===== src/rtl/br_cond_pkg.sv =====
package br_cond_pkg;
  localparam int SEL_CODE_W = 4;

  typedef enum logic [2:0] {
    PRED_C   = 3'd0,
    PRED_GTU = 3'd1,
    PRED_Z   = 3'd2,
    PRED_S   = 3'd3,
    PRED_O   = 3'd4,
    PRED_LE  = 3'd5,
    PRED_LT  = 3'd6,
    PRED_NONE = 3'd7
  } predSel_t;

  typedef struct packed {
    logic     valid;
    logic     invert;
    predSel_t sel;
  } condStrobe_t;
endpackage


===== src/rtl/br_cond_ctrl.sv =====
module br_cond_ctrl
  import br_cond_pkg::*;
(
  input  logic                  wideMode,
  input  logic [SEL_CODE_W-1:0] code,
  output condStrobe_t           strobe
);
  condStrobe_t narrowStrobe;
  condStrobe_t wideStrobe;

  // 16-bit-address numbering: irregular placement, decoded per code
  always_comb begin
    narrowStrobe = '{valid: 1'b1, invert: 1'b0, sel: PRED_NONE};
    unique case (code)
      4'd0:  narrowStrobe.sel = PRED_C;
      4'd1:  narrowStrobe.sel = PRED_GTU;
      4'd2:  narrowStrobe.sel = PRED_Z;
      4'd3:  narrowStrobe.sel = PRED_S;
      4'd4:  begin narrowStrobe.sel = PRED_C;   narrowStrobe.invert = 1'b1; end
      4'd5:  begin narrowStrobe.sel = PRED_GTU; narrowStrobe.invert = 1'b1; end
      4'd6:  begin narrowStrobe.sel = PRED_Z;   narrowStrobe.invert = 1'b1; end
      4'd7:  begin narrowStrobe.sel = PRED_S;   narrowStrobe.invert = 1'b1; end
      4'd8:  narrowStrobe.sel = PRED_LE;
      4'd9:  narrowStrobe.sel = PRED_O;
      4'd10: begin narrowStrobe.sel = PRED_LT;  narrowStrobe.invert = 1'b1; end
      4'd12: begin narrowStrobe.sel = PRED_LE;  narrowStrobe.invert = 1'b1; end
      4'd13: begin narrowStrobe.sel = PRED_O;   narrowStrobe.invert = 1'b1; end
      4'd14: narrowStrobe.sel = PRED_LT;
      default: narrowStrobe.valid = 1'b0;
    endcase
  end

  // 24-bit-address numbering: top bit is polarity, low bits index predicate
  always_comb begin
    wideStrobe.sel    = predSel_t'(code[2:0]);
    wideStrobe.invert = ~code[3];
    wideStrobe.valid  = (code[2:0] != 3'd7);
  end

  assign strobe = wideMode ? wideStrobe : narrowStrobe;
endmodule


===== src/rtl/br_cond_dp.sv =====
module br_cond_dp
  import br_cond_pkg::*;
(
  input  logic        flagC,
  input  logic        flagZ,
  input  logic        flagS,
  input  logic        flagO,
  input  condStrobe_t strobe,
  output logic        condTrue
);
  logic [7:0] predVec;
  logic       signedLess;
  logic       picked;

  assign signedLess = flagS ^ flagO;

  always_comb begin
    predVec           = '0;
    predVec[PRED_C]   = flagC;
    predVec[PRED_GTU] = flagC & ~flagZ;
    predVec[PRED_Z]   = flagZ;
    predVec[PRED_S]   = flagS;
    predVec[PRED_O]   = flagO;
    predVec[PRED_LE]  = signedLess | flagZ;
    predVec[PRED_LT]  = signedLess;
  end

  assign picked   = predVec[strobe.sel];
  assign condTrue = strobe.valid & (picked ^ strobe.invert);
endmodule


===== src/rtl/br_cond_eval.sv =====
module br_cond_eval
  import br_cond_pkg::*;
#(
  parameter int CODE_IN_W = 8
) (
  input  logic                 wideMode,
  input  logic [CODE_IN_W-1:0] condIn,
  input  logic                 flagC,
  input  logic                 flagZ,
  input  logic                 flagS,
  input  logic                 flagO,
  output logic                 condTrue
);
  condStrobe_t strobe;
  logic [SEL_CODE_W-1:0] codeLow;

  assign codeLow = condIn[SEL_CODE_W-1:0];

  generate
    if (CODE_IN_W > SEL_CODE_W) begin : g_hiBits
      logic unusedHi;
      assign unusedHi = ^condIn[CODE_IN_W-1:SEL_CODE_W];
    end
  endgenerate

  br_cond_ctrl u_ctrl (
    .wideMode(wideMode),
    .code    (codeLow),
    .strobe  (strobe)
  );

  br_cond_dp u_dp (
    .flagC   (flagC),
    .flagZ   (flagZ),
    .flagS   (flagS),
    .flagO   (flagO),
    .strobe  (strobe),
    .condTrue(condTrue)
  );
endmodule


===== config.mk =====
export PLATFORM = sky130hd
export DESIGN_NAME = br_cond_eval
export DESIGN_NICKNAME = d
export VERILOG_FILES = /design/src/rtl/br_cond_pkg.sv /design/src/rtl/br_cond_ctrl.sv /design/src/rtl/br_cond_dp.sv /design/src/rtl/br_cond_eval.sv
export SDC_FILE = /design/constraint.sdc
export NUM_CORES = 1
export LEC_CHECK = 0
export ABC_AREA = 1
export ABC_CLOCK_PERIOD_IN_PS = 1900
export BUFFER_PORTS_ARGS = -buffer_cell sky130_fd_sc_hd__buf_2
export CORE_AREA = 2 2 39 41
export DETAILED_ROUTE_END_ITERATION = 6
export DIE_AREA = 0 0 41 43
export GPL_ROUTABILITY_DRIVEN = 0
export PLACE_DENSITY = 0.43
export SYNTH_ARGS = -nofsm -noshare
export SYNTH_HDL_FRONTEND = slang
export SYNTH_SLANG_ARGS = --single-unit

===== constraint.sdc =====
create_clock -name vclk -period 1.9
set_input_delay 0.19 -clock vclk [all_inputs]
set_output_delay 0.19 -clock vclk [all_outputs]
set_load 0.01 [all_outputs]

Word level (Yosys, flattened, before mapping)
Cells that the tools add are included.

cells by class
  add/sub/neg operators = 0
  multipliers = 0
  divide/modulo/power cells = 0
  order comparisons = 1
  eq/ne operators = 14
  shifts and indexed selects = 0
  multiplexer cells = 6
  bitwise operators = 7
  reduce and logical (&&, ||, !) cells = 10

operators with widths
  cell                count
  $eq 4x4->1 const B  6
  $pmux 3 s7          1
  $eq 4x3->1 const B  4
  $reduce_or 14->1    1
  $reduce_or 2->1     7
  $eq 4x2->1 const B  2
  $reduce_or 7->1     1
  $mux 5              1
  $eq 4x1->1 const B  1
  $logic_not 4->1     1
  $lt 3x4->1 const B  1
  $bmux 1 s3          1
  $mux 1              3
  $ne 3x3->1 const B  1
  $and 1x1->1         2
  $not 1->1           2
  $xor 1x1->1         2
  $or 1x1->1          1

word-level totals
  register bits after elaboration = 0
  bits in latches = 0
  bits in writable memories = 0
  memory bits (read-only) = 0
  bits of input ports = 13
  logic and storage cells = 38
  memories = 0

Longest topological paths before layout
  depth in word-level cells = 8
  gate-level depth with buffers = 11
  depth with buffers taken out = 11

Modules after synthesis
From an unflattened synthesis, not the netlist that was laid out.

unflattened totals
  cells, all modules = 44
  area total of the unflattened synthesis = 212.7 um^2

by module, submodules not included
  module        instances  cells an instance  area an instance (um^2)  sequential area each (um^2)
  br_cond_dp    1          26                 122.6                    0.0
  br_cond_ctrl  1          18                 90.1                     0.0

Least setup slack after synthesis
No wires, ideal clock.

  path kind = in2out
  start = in condIn[3]
  end = out condTrue
  data arrival time = 0.948 ns
  path slack = 0.762 ns
  cell stages on the path = 10
  path buffers = 0
  cell sequence = inv_1 > nor2_2 > nand3_2 > nand3b_1 > nand3_1 > nand2_1 > nand2_1 > nand2_1 > nand2_1 > nor2_1

between the ends
  word-level cells in the longest chain between the ends = 8
  elaborated cells between the ends (all ways) = 32
  those cells by class = eq/ne (13); mux (6); bitwise (3); reduce/logical (10)

RTL lines
  what                                RTL line            source
  start, declared                     br_cond_eval.sv:7   input logic [CODE_IN_W-1:0] condIn,
  $eq 4x4->1 (tied with other cells)  br_cond_ctrl.sv:14  unique case (code)
  $reduce_or 2->1 (no source line)    -
  $pmux 3 s7                          br_cond_ctrl.sv:14
  $mux 5 *                            br_cond_ctrl.sv:40  assign strobe = wideMode ? wideStrobe : narrowStrobe;
  $bmux 1 s3                          br_cond_dp.sv:28    assign picked = predVec[strobe.sel];
  $mux 1 (implied by the code)        br_cond_dp.sv:28
  $xor 1x1->1                         br_cond_dp.sv:29    assign condTrue = strobe.valid & (picked ^ strobe.invert);
  $and 1x1->1 *                       br_cond_dp.sv:29
  end, declared                       br_cond_eval.sv:12  output logic condTrue

Mark *: on every way between the ends. The rest lies on a longest branch, timed or not. The select of a mux whose other input is x is not followed.

Final worst setup path
  start = in condIn[1]
  end = out condTrue

The elaborated chain is that of the path after synthesis.

==> results.cfg <==
[outcome]
outcome = complete, no violations

[die]
die_area_um2 = 1760
die_w_um = 41
core-area_um2 = 1380
rows = 14
die_h_um = 43
start_util_pct = 13.1
ioPinCount = 14

[yosys]
synth_top_family_by_area = simple AND/OR/NAND/NOR gates
muxShareOfSynthArea_pct = 0
ys_types = 13
synthSimpleGateAreaFrac_pct = 62.1
postSynthCellCount = 37
ys_seq_area_share_pct = 0
yosys.area_share.xor_xnor_pct = 4.83
synthesis.area_um2 = 181
synth-compound-area-share_pct = 18.6
yosys_warnings = 0
netlist_top_cells_count = nand2_1 (8), inv_1 (6), nor2_1 (5), a21oi_1 (4), nand3_1 (4)
synth_fa_ha_area_share_pct = 0
synth_nets = 50
synth_top_area_share_pct = 16.6
synth.area.top_cells = nand2_1 (17%), inv_1 (12%), a21oi_1 (11%)
synth.most_common_cell = nand2_1
avgSynthCellArea_um2 = 4.90
yosysTopAreaCell = nand2_1

[grt]
grt_pass1_vias = 192
grt_max_degree = 6
grt_pass1_wl_um = 731
grt-ovfl-total = 0
grt_use_total_pct = 5.29
antenna_found_initial = 0

[routing]
via_per_inst = 3.97
drc_errors = 0
ant_nets = 0
drt_first_pass_iters = 3
num_vias = 250
wl_um = 429
wl_per_cell_um = 6.81
drt_iter0_drc = 4

[layout]
clkbuf_count = 0
seq_cell_count = 0
drive_gt1_share_pct = 31.9
area_delta_synth_final_pct = 38.6
diodes = 0
nNetsFinal = 62
seqCellArea_um2 = 0

[power_and_ir_drop]
leakage_nw = 0.143
ir_drop_mv = 0.0699
power.density_nw_per_um2 = 226

[clock_tree]
cts_hold_buf = 0
post_cts_resized = 0
post_cts_buffers = 0

[placement]
portBuffers = 10
place_hpwl_um = 389
dp_slack_ps = 504

[worst_hold_path]
whs_endpoint = condTrue
hold_start = condIn[1]
holdPathStages = 5
hp-class = input port to output port

[timing]
drv_slew = 0
worst_slack_ps = 524
slew_headroom_pct = 84.6
setup_viol = 0
hold_viol_final = 0
period_needed_ps = 1380
tightest_slew_ps = 232
fin_setup_tns_ps = 0
min_period_over_period_pct = 72.4
rsz0062_at_grt = no
fmaxAchievable_mhz = 727

[run]
maxCapViolations = 0

[setup_path]
cp_slowest_cell = buf_2
crit_fanout = 5
cp-start-kind = input port
path_buf_inv = 3
crit_family = simple AND/OR/NAND/NOR gates
crit_path_frequent_cell = nand2_1
cp.required_ps = 1710
cp-end-kind = output port
path_class = input port to output port
cp.arrival_ps = 1190
critical_path.cell_chain = buf_2 -> inv_2 -> nand3_1 -> nand2_2 -> nand2_2 -> nand2_1 -> nand3_1 -> nand2_1 -> nand2_1 -> nand2_1 -> nand2_1 -> nor2_1 -> buf_2
slowest_delay_ps = 130
[worst max-delay path by stage]
stage / startpoint / endpoint / cells past startpoint
after floorplan: condIn[3] / condTrue / 10
after global placement: condIn[1] / condTrue / 13
after detailed placement: condIn[1] / condTrue / 13
after CTS: condIn[1] / condTrue / 13
after global routing: condIn[1] / condTrue / 13
final: condIn[1] / condTrue / 13
[kinds of logic (layout without fill, tap and decap cells)]
logic type,after synthesis,in the layout
buffers and inverters,7,17
AO/OA/AOI/OAI,6,6
AND/OR/NAND/NOR,23,23
XOR/XNOR,1,1
[metrics by stage]
step / hold WS [ps] / cells / power [mW] / instance area, µm² / utilization (%)
6_report: 797 / 63 / 0.0569 / 251 / 18.2
5_1_grt: 838 / 63 / 0.0656 / 251 / 18.2
4_1_cts: 807 / 63 / 0.0576 / 251 / 18.2
3_5_place_dp: 807 / 63 / 0.0574 / 251 / 18.2
3_3_place_gp: 806 / 63 / 0.0574 / 251 / 18.2
2_1_floorplan: 547 / 37 / 0.0358 / 181 / -
[placed cells by master, fill, tap and decap left out]
cell,count
buf_2,10
nand2_1,8
inv_1,6
nor2_1,5
a21oi_1,4
nand3_1,4
nand2_2,2
nand3b_1,2
inv_2,1
nor2_2,1
a31oi_1,1
xor2_1,1
nand3_2,1
o21a_1,1
[layout make-up]
cell class | instances | area [µm²]
Fill cell | 169 | 1130
Inverter | 7 | 26.3
Multi-Input combinational cell | 30 | 155
Tap cell | 16 | 20.0
Timing Repair Buffer | 10 | 50.0
[where the power goes]
group          total, mW  switching, mW  internal [mW]
sequential             0              0              0
clock                  0              0              0
combinational     0.0569         0.0322         0.0247
total             0.0569         0.0322         0.0247
[metal layers]
metal / GRT usage [%] / part of all wire (%) / routed length, µm
met2: 8.13 / 42 / 181
met5: 0 / 0 / 0
met3: 0 / 7.7 / 33
met4: 0 / 0 / 0
met1: 8.54 / 50 / 214
(Power assumes the default switching activity.)
